File: config.mk
export PLATFORM = sky130hd
export DESIGN_NAME = kbd_cmd_decoder
export DESIGN_NICKNAME = d
export VERILOG_FILES = /design/src/rtl/kbd_cmd_pkg.sv /design/src/rtl/kbd_seq_fsm.sv /design/src/rtl/kbd_code_map.sv /design/src/rtl/kbd_hold_guard.sv /design/src/rtl/kbd_cmd_latch.sv /design/src/rtl/kbd_cmd_decoder.sv
export SDC_FILE = /design/constraint.sdc
export NUM_CORES = 1
export LEC_CHECK = 0
export CAP_MARGIN = 20
export CELL_PAD_IN_SITES_DETAIL_PLACEMENT = 0
export CELL_PAD_IN_SITES_GLOBAL_PLACEMENT = 1
export CORE_MARGIN = 4
export CORE_UTILIZATION = 36
export CTS_CLUSTER_DIAMETER = 120
export DETAILED_ROUTE_END_ITERATION = 7
export PLACE_DENSITY_LB_ADDON = 0.1
export SYNTH_ARGS = -nofsm -noshare
export SYNTH_HDL_FRONTEND = slang
export SYNTH_SLANG_ARGS = --single-unit
File: constraint.sdc
create_clock -name clk -period 1.8 [get_ports clk]
set_clock_uncertainty 0.2 [all_clocks]
set_input_delay 0.36 -clock clk [delete_from_list [all_inputs] [get_ports clk]]
set_output_delay 0.36 -clock clk [all_outputs]
set_load 0.05 [all_outputs]
File: src/rtl/kbd_cmd_pkg.sv
package kbd_cmd_pkg;

    localparam int CMD_W = 3;

    typedef enum logic [CMD_W-1:0] {
        CMD_NONE   = 3'd0,
        CMD_UP     = 3'd1,
        CMD_DOWN   = 3'd2,
        CMD_LEFT   = 3'd3,
        CMD_RIGHT  = 3'd4,
        CMD_PAUSE  = 3'd5,
        CMD_QUIT   = 3'd6,
        CMD_SELECT = 3'd7
    } cmd_e;

    typedef enum logic [1:0] {
        ST_IDLE     = 2'd0,
        ST_GOT_E0   = 2'd1,
        ST_GOT_F0   = 2'd2,
        ST_GOT_E0F0 = 2'd3
    } seq_st_e;

    localparam logic [7:0] KEY_W     = 8'h1D;
    localparam logic [7:0] KEY_S     = 8'h1B;
    localparam logic [7:0] KEY_A     = 8'h1C;
    localparam logic [7:0] KEY_D     = 8'h23;
    localparam logic [7:0] KEY_SPACE = 8'h29;
    localparam logic [7:0] KEY_ESC   = 8'h76;
    localparam logic [7:0] KEY_ENTER = 8'h5A;

endpackage

File: src/rtl/kbd_seq_fsm.sv
module kbd_seq_fsm
    import kbd_cmd_pkg::*;
#(
    parameter int             BYTE_W  = 8,
    parameter logic [BYTE_W-1:0] EXT_PFX = 8'hE0,
    parameter logic [BYTE_W-1:0] BRK_PFX = 8'hF0
) (
    input  logic              clk,
    input  logic              rst_n,
    input  logic              in_valid,
    input  logic [BYTE_W-1:0] in_byte,
    output seq_st_e           state,
    output logic              make_evt,
    output logic              brk_evt,
    output logic [BYTE_W-1:0] evt_code
);

    seq_st_e state_nx;

    // State register
    always_ff @(posedge clk) begin
        if (!rst_n) state <= ST_IDLE;
        else        state <= state_nx;
    end

    // Next state and event outputs
    always_comb begin
        state_nx = state;
        make_evt = 1'b0;
        brk_evt  = 1'b0;
        evt_code = in_byte;
        if (in_valid) begin
            unique case (state)
                ST_IDLE: begin
                    if (in_byte == BRK_PFX)      state_nx = ST_GOT_F0;
                    else if (in_byte == EXT_PFX) state_nx = ST_GOT_E0;
                    else                         make_evt = 1'b1;
                end
                ST_GOT_E0: begin
                    if (in_byte == BRK_PFX)      state_nx = ST_GOT_E0F0;
                    else if (in_byte == EXT_PFX) state_nx = ST_GOT_E0;
                    else                         state_nx = ST_IDLE;
                end
                ST_GOT_F0: begin
                    brk_evt  = 1'b1;
                    state_nx = ST_IDLE;
                end
                ST_GOT_E0F0: begin
                    state_nx = ST_IDLE;
                end
            endcase
        end
    end

endmodule

File: src/rtl/kbd_code_map.sv
module kbd_code_map
    import kbd_cmd_pkg::*;
#(
    parameter int BYTE_W = 8
) (
    input  logic [BYTE_W-1:0] code,
    output cmd_e              cmd
);

    always_comb begin
        case (code)
            KEY_W:     cmd = CMD_UP;
            KEY_S:     cmd = CMD_DOWN;
            KEY_A:     cmd = CMD_LEFT;
            KEY_D:     cmd = CMD_RIGHT;
            KEY_SPACE: cmd = CMD_PAUSE;
            KEY_ESC:   cmd = CMD_QUIT;
            KEY_ENTER: cmd = CMD_SELECT;
            default:   cmd = CMD_NONE;
        endcase
    end

endmodule

File: src/rtl/kbd_hold_guard.sv
module kbd_hold_guard #(
    parameter int BYTE_W = 8
) (
    input  logic              clk,
    input  logic              rst_n,
    input  logic              make_evt,
    input  logic              brk_evt,
    input  logic [BYTE_W-1:0] evt_code,
    output logic              accept,
    output logic              held_vld,
    output logic [BYTE_W-1:0] held_code
);

    logic release_hit;

    assign accept      = make_evt && !held_vld;
    assign release_hit = brk_evt && held_vld && (evt_code == held_code);

    always_ff @(posedge clk) begin
        if (!rst_n) begin
            held_vld  <= 1'b0;
            held_code <= '0;
        end else if (accept) begin
            held_vld  <= 1'b1;
            held_code <= evt_code;
        end else if (release_hit) begin
            held_vld  <= 1'b0;
        end
    end

endmodule

File: src/rtl/kbd_cmd_latch.sv
module kbd_cmd_latch
    import kbd_cmd_pkg::*;
(
    input  logic clk,
    input  logic rst_n,
    input  logic load,
    input  cmd_e load_cmd,
    input  logic take,
    output cmd_e cmd
);

    always_ff @(posedge clk) begin
        if (!rst_n)    cmd <= CMD_NONE;
        else if (load) cmd <= load_cmd;
        else if (take) cmd <= CMD_NONE;
    end

endmodule

File: src/rtl/kbd_cmd_decoder.sv
module kbd_cmd_decoder
    import kbd_cmd_pkg::*;
#(
    parameter int BYTE_W = 8
) (
    input  logic              clk,
    input  logic              rst_n,
    input  logic              key_valid,
    input  logic [BYTE_W-1:0] key_byte,
    input  logic              cmd_take,
    output logic [CMD_W-1:0]  cmd_code
);

    seq_st_e           fsm_state;
    logic              make_evt;
    logic              brk_evt;
    logic [BYTE_W-1:0] evt_code;
    logic              accept;
    logic              held_vld;
    logic [BYTE_W-1:0] held_code;
    cmd_e              mapped_cmd;
    cmd_e              latched_cmd;
    logic              load_cmd;

    kbd_seq_fsm #(.BYTE_W(BYTE_W)) u_fsm (
        .clk      (clk),
        .rst_n    (rst_n),
        .in_valid (key_valid),
        .in_byte  (key_byte),
        .state    (fsm_state),
        .make_evt (make_evt),
        .brk_evt  (brk_evt),
        .evt_code (evt_code)
    );

    kbd_code_map #(.BYTE_W(BYTE_W)) u_map (
        .code (evt_code),
        .cmd  (mapped_cmd)
    );

    kbd_hold_guard #(.BYTE_W(BYTE_W)) u_guard (
        .clk       (clk),
        .rst_n     (rst_n),
        .make_evt  (make_evt),
        .brk_evt   (brk_evt),
        .evt_code  (evt_code),
        .accept    (accept),
        .held_vld  (held_vld),
        .held_code (held_code)
    );

    assign load_cmd = accept && (mapped_cmd != CMD_NONE);

    kbd_cmd_latch u_latch (
        .clk      (clk),
        .rst_n    (rst_n),
        .load     (load_cmd),
        .load_cmd (mapped_cmd),
        .take     (cmd_take),
        .cmd      (latched_cmd)
    );

    assign cmd_code = latched_cmd;

endmodule

; ---- Word-level counts from Yosys, hierarchy flattened
; Index checks and enable logic that the tools add are counted.
[totals]
regBits = 14
in_bits = 12
[op_classes]
n_eq_ne = 14
muxes = 16
n_reduce_logical = 11
[ops]
columns = op, count
row1 = "8-bit by 5-bit equality test with 1-bit output, second input constant", 3
row2 = 3-bit one-hot mux with 7 select lines, 1
row3 = "8-bit by 6-bit equality test with 1-bit output, second input constant", 2
row4 = "8-bit by 7-bit equality test with 1-bit output, second input constant", 2
row5 = "8-bit equality test, second input constant", 2
row6 = 1-bit two-way mux, 9
row7 = 8-bit equality test, 1
row8 = 2-bit two-way mux, 3
row9 = 3-bit two-way mux, 2
row10 = 2-bit one-hot mux with 3 select lines, 1
row11 = "2-bit equality test, second input constant", 2
row12 = 1-bit logical AND, 4
row13 = 2-bit nonzero test, 2
row14 = "3-bit by 1-bit inequality test with 1-bit output, second input constant", 1
row15 = 3-bit nonzero test, 1
row16 = "2-bit by 1-bit equality test with 1-bit output, second input constant", 1
row17 = 2-bit zero test, 1
row18 = 2-bit AND reduction, 1
row19 = 2-bit OR reduction, 1
row20 = 1-bit zero test, 1

; ---- Depth between registers and ports, before layout
; Gate-level depths: netlist of run 1.
[logic_depth]
ltp_word = 8
mapped_depth = 7
depth_no_buf = 5

; ---- By module
; A second synthesis of run 1 with hierarchy kept.
[hier_totals]
hier_cells = 102
hier_area_um2 = 908.4
[modules_own_cells]
columns = module, n_inst, cells_per_inst, area_each_um2
row1 = kbd_hold_guard, 1, 51, 435.4
row2 = kbd_seq_fsm, 1, 22, 191.4
row3 = kbd_code_map, 1, 19, 148.9
row4 = kbd_cmd_latch, 1, 9, 123.9
row5 = kbd_cmd_decoder, 1, 1, 8.8

; ---- Worst setup path before layout of run 1
; No wires, ideal clock.
[synth_path]
path_type = in2reg
startpoint = input key_byte[0]
endpoint = register u_latch.cmd[1]
setup_ps = 115
t_arrival_ps = 1523
t_required_ps = 1485
path_slack_ps = -38
cell_stages = 7
path_cell_list = buf_4 -> nand4bb_4 -> nor4b_4 -> nor4_4 -> buf_6 -> nor2b_4 -> o21a_1
[synth_between]
elab_chain_cells = 8
word_cells_on_any_way = 19
cone_classes = 9 x eq/ne / 6 x mux / 4 x reduce/logical
[synth_lines]
columns = item, line_no
row1 = from (decl), kbd_cmd_decoder.sv:9  ; input logic [BYTE_W-1:0] key_byte,
row2 = 8-bit equality test, kbd_seq_fsm.sv:36  ; else if (in_byte == EXT_PFX) state_nx = ST_GOT_E0;
row3 = 1-bit two-way mux, kbd_seq_fsm.sv:36
row4 = 1-bit two-way mux, kbd_seq_fsm.sv:35  ; if (in_byte == BRK_PFX) state_nx = ST_GOT_F0;
row5 = 1-bit two-way mux, kbd_seq_fsm.sv:33  ; unique case (state)
row6 = 1-bit two-way mux, kbd_seq_fsm.sv:32  ; if (in_valid) begin
row7 = 1-bit logical AND, kbd_hold_guard.sv:16  ; assign accept = make_evt && !held_vld;
row8 = 1-bit logical AND, kbd_cmd_decoder.sv:52  ; assign load_cmd = accept && (mapped_cmd != CMD_NONE);
row9 = 3-bit two-way mux / 2-bit nonzero test (equally long branches), n/a
row10 = to (signal assigned), kbd_cmd_latch.sv:14  ; else if (load) cmd <= load_cmd;
row11 = to (decl), kbd_cmd_latch.sv:9  ; output cmd_e cmd
; Several ways; a longest one is shown, not always the timed one.
; A chain may end at the register's enable or synchronous reset.

; ---- Worst setup path in the final report of run 1
[layout_path]
startpoint = input key_byte[7]
endpoint = register u_latch.cmd[0]
; Same word-level chain as after synthesis.

==> results of run 1 <==
worst max path at each step:
stage	start	slack, ns	end	cells after the start
after floorplan	key_byte[0]	-0.04	u_latch.cmd[1]$_SDFFE_PN0P_	7
after global placement	key_byte[0]	-0.84	u_latch.cmd[0]$_SDFFE_PN0P_	6
after detailed placement	key_byte[0]	-0.87	u_latch.cmd[0]$_SDFFE_PN0P_	6
after CTS	key_byte[2]	0.02	u_guard.held_code[1]$_SDFFE_PN0P_	8
after global routing	key_byte[2]	-0.02	u_latch.cmd[0]$_SDFFE_PN0P_	8
final	key_byte[7]	0.09	u_latch.cmd[0]$_SDFFE_PN0P_	7
layout by cell type (no fill, tap or decap), types with 4 or more instances in the layout:
cell type / n
buf_4: 20
dfxtp_1: 14
nor2b_1: 11
mux2i_1: 10
xor2_1: 9
buf_6: 5
nor2_1: 4
nand2_1: 4
nand3_1: 4
buf_12: 4
kinds of logic after synthesis:
kind of cell    Yosys count
flops                    14
xor+xnor                  9
mux                      10
simple gates             45
compound gates           14
buf+inv                   6
power groups by stage:
stage	clock network, uW	registers [uW]	logic, uW
2_1_floorplan	0	345	102
4_1_cts	191	338	197
5_1_grt	208	340	227
6_report	187	338	212
3_3_place_gp	0	344	177
3_5_place_dp	0	345	178
worst max-delay path, stage by stage:
cell           delay, ns
dlygate4sd2_1       0.26
buf_4               0.16
and4bb_2            0.33
a32oi_1             0.11
buf_4               0.17
a21boi_4            0.16
mux2i_1             0.19
metal layers:
| layer | part of all wire [%] | up-vias |
|---|---|---|
| met4 | 1.4 | 0 |
| met1 | 45 | 410 |
| met5 | 0 | - |
| met2 | 46 | 32 |
| met3 | 6.9 | 4 |
| li1 | - | 423 |
registers in the layout (all words and copies together) (netlist names):
signal	count
u_guard.held_code	8
u_latch.cmd	3
u_guard.held_vld	1
u_fsm.state	2
cell type report:
cell class                 count  area [um^2]  share of cell area (%)
clock buffer                   3        22.52                   1.651
timing repair buffer          40        377.9                   27.71
multi-input combinational     78        645.6                   47.34
sequential                    14        280.3                   20.55
tap                           30        37.54                   2.752
metrics by stage:
step                setup WS [ns]  hold WS, ns  power, uW
detailed placement        -0.8650       0.2863      522.3
global route             -0.01956       0.3498      775.1
global placement          -0.8371       0.2891      520.9
CTS                       0.01881       0.3059      725.5
finish                    0.08594       0.3049      737.3
floorplan                -0.03770       0.2499      447.5
repair_timing:
item                       4_1_cts  5_1_grt
pin swaps                        3        5
buffers inserted                 5        4
setup endpoints to repair       13        9
resized for setup               16       12
==> key figures, run 1 <==
Synthesis
  – Most frequent cell after synthesis: dfxtp_1
  – Syn avg cell area: 9.537 um^2
  – Complex-gate fraction of the synthesized area: 10.98%
  – Largest family of logic cells by synthesized area: simple AND/OR/NAND/NOR gates
  – Synth area leaders: dfxtp_1 (30%), mux2i_1 (11%), xor2_1 (8.4%)
  – Post-Synth Adder-Cell Area: 0%
  – Post-synthesis cell area: 934.6 um^2
  – Synth Instances: 98
  – Count of unique library cells instantiated by Yosys: 34
  – Mapped Nets: 110
  – Yosys top cell by area: dfxtp_1
  – Mux cell area share after synthesis: 10.71%
  – Yosys top cell area share: 29.99%
  – Synth Area in Simple Gates: 35.21%
  – Seq cells post-synth: 14
  – Post-Synth XOR/XNOR Area: 8.434%
  – Synth warn: 0
  – Synth Flop Type: dfxtp_1
  – Commonest cells post-synth: dfxtp_1 (14), nor2b_1 (11), mux2i_1 (10)
  – Post-synthesis sequential area ratio: 29.99%
  – Number of synthesized flops with an enable pin: 0
  – Async set-reset flop share out of synthesis: 0%

Routing
  – Iteration-0 DRC Markers: 23
  – Vias: 869
  – Antenna viol nets, final: 0
  – TritonRoute pass-1 iters: 4
  – Routed len/inst: 14.63 um
  – Via-to-Cell Ratio: 5.267
  – Drt drc: 0
  – Final wirelength: 2414 um

Final layout
  – Final net count: 149
  – Post-layout util: 55.05%
  – Fillers: 231
  – Post-route design area: 0.001364 mm^2
  – Antenna cells: 0
  – Layout cells sized above 1: 34.81%
  – Final Instance Count excl. Fillers: 165
  – Layout area overhead: 45.92%

Worst hold path
  – Worst Hold Launch: u_latch.cmd[0]$_SDFFE_PN0P_
  – Hold EP: u_latch.cmd[0]$_SDFFE_PN0P_
  – Min-Delay Path Depth: 2
  – Min-delay worst type: flip-flop to flip-flop

Critical path
  – Worst Path Required: 1.82 ns
  – Setup crit start kind: input port
  – Crit path max fanout: 6
  – R2R depth: 6
  – Critical path data arrival time: 1.74 ns
  – Worst Setup End Kind: flip-flop
  – Critical R2R Capture: u_guard.held_code[6]$_SDFFE_PN0P_
  – Crit path kind: input port to flip-flop
  – Reg2Reg Launch Point: u_fsm.state[0]$_SDFFE_PN0P_
  – R2r setup slk: 0.25 ns

Clock tree
  – Hold-fix buffers, CTS: 0
  – Root buffer cell: clkbuf_4
  – CTS clk-pin slew, worst paths: 0.10 ns
  – Htree depth: 1
  – Worst skew pair latency: 0.29 ns
  – Num Clock Sinks: 14
  – CTS tree: yes
  – Longest Clk Path Bufs: 2
  – CTS buffer count: 3

Floorplanning
  – Die span in x: 58.96 um
  – Starting Density: 37.73%
  – Die area: 0.003476 mm^2
  – Die Ht: 58.96 um
  – Top Ports: 15
  – Core footprint: 0.002477 mm^2
  – Site Rows: 18

Timing
  – Final critical-path share of the clock period: 95.23%
  – Setup_tns: 0 ns
  – Fmax: 583.4 MHz
  – Setup Viol. Count Final: 0
  – Final max-slew violation count: 0
  – Slew Limit Headroom: 79.93%
  – Slew @ Worst Pin: 0.3000 ns
  – Fin crit period: 1.714 ns
  – Final hold violation count: 0

GRT
  – Grt met3 use: 4.605%
  – First-pass GRT wire length: 3981 um
  – Congestion Overflow GR: 0
  – Gr usage total: 14.98%
  – Most Used Layer, Global Route: met2
  – Met1 Use GR: 21.02%
  – Largest net degree at the start of global routing: 11
  – Vias in the first global route: 792
  – Met2 Usage GRT: 22.71%
  – Initial antenna violation count: 0

Place
  – RePlAce Congestion: 0.7637
  – Buffers on Ports: 14
  – Placed Instances: 154
  – HPWL after DPL: 1604 um
  – Placed cell area: 0.001234 mm^2

Pwr
  – Combinational share of power: 28.8%
  – Pwr dens: 540.6 mW/mm^2
  – Reg power frac: 45.8%
  – Net switching power: 217.8 uW
  – Clock Power Share: 25.4%
  – Leak: 0.0005428 uW
  – Maximum VDD drop: 0.6321 mV
  – Switching share of power: 29.54%
  – P_int: 519.5 uW

Job
  – Max-Cap Viols: 0

Status
  – Status: finished clean
Power figures use the tool's default switching activity.
==> inputs of run 2 (changes only) <==
CAP_MARGIN = 30   (was 20)
SLEW_MARGIN = 20   (was default)
==> results of run 2 <==
Final layout, timing and power as in run 1 (identical DEF).
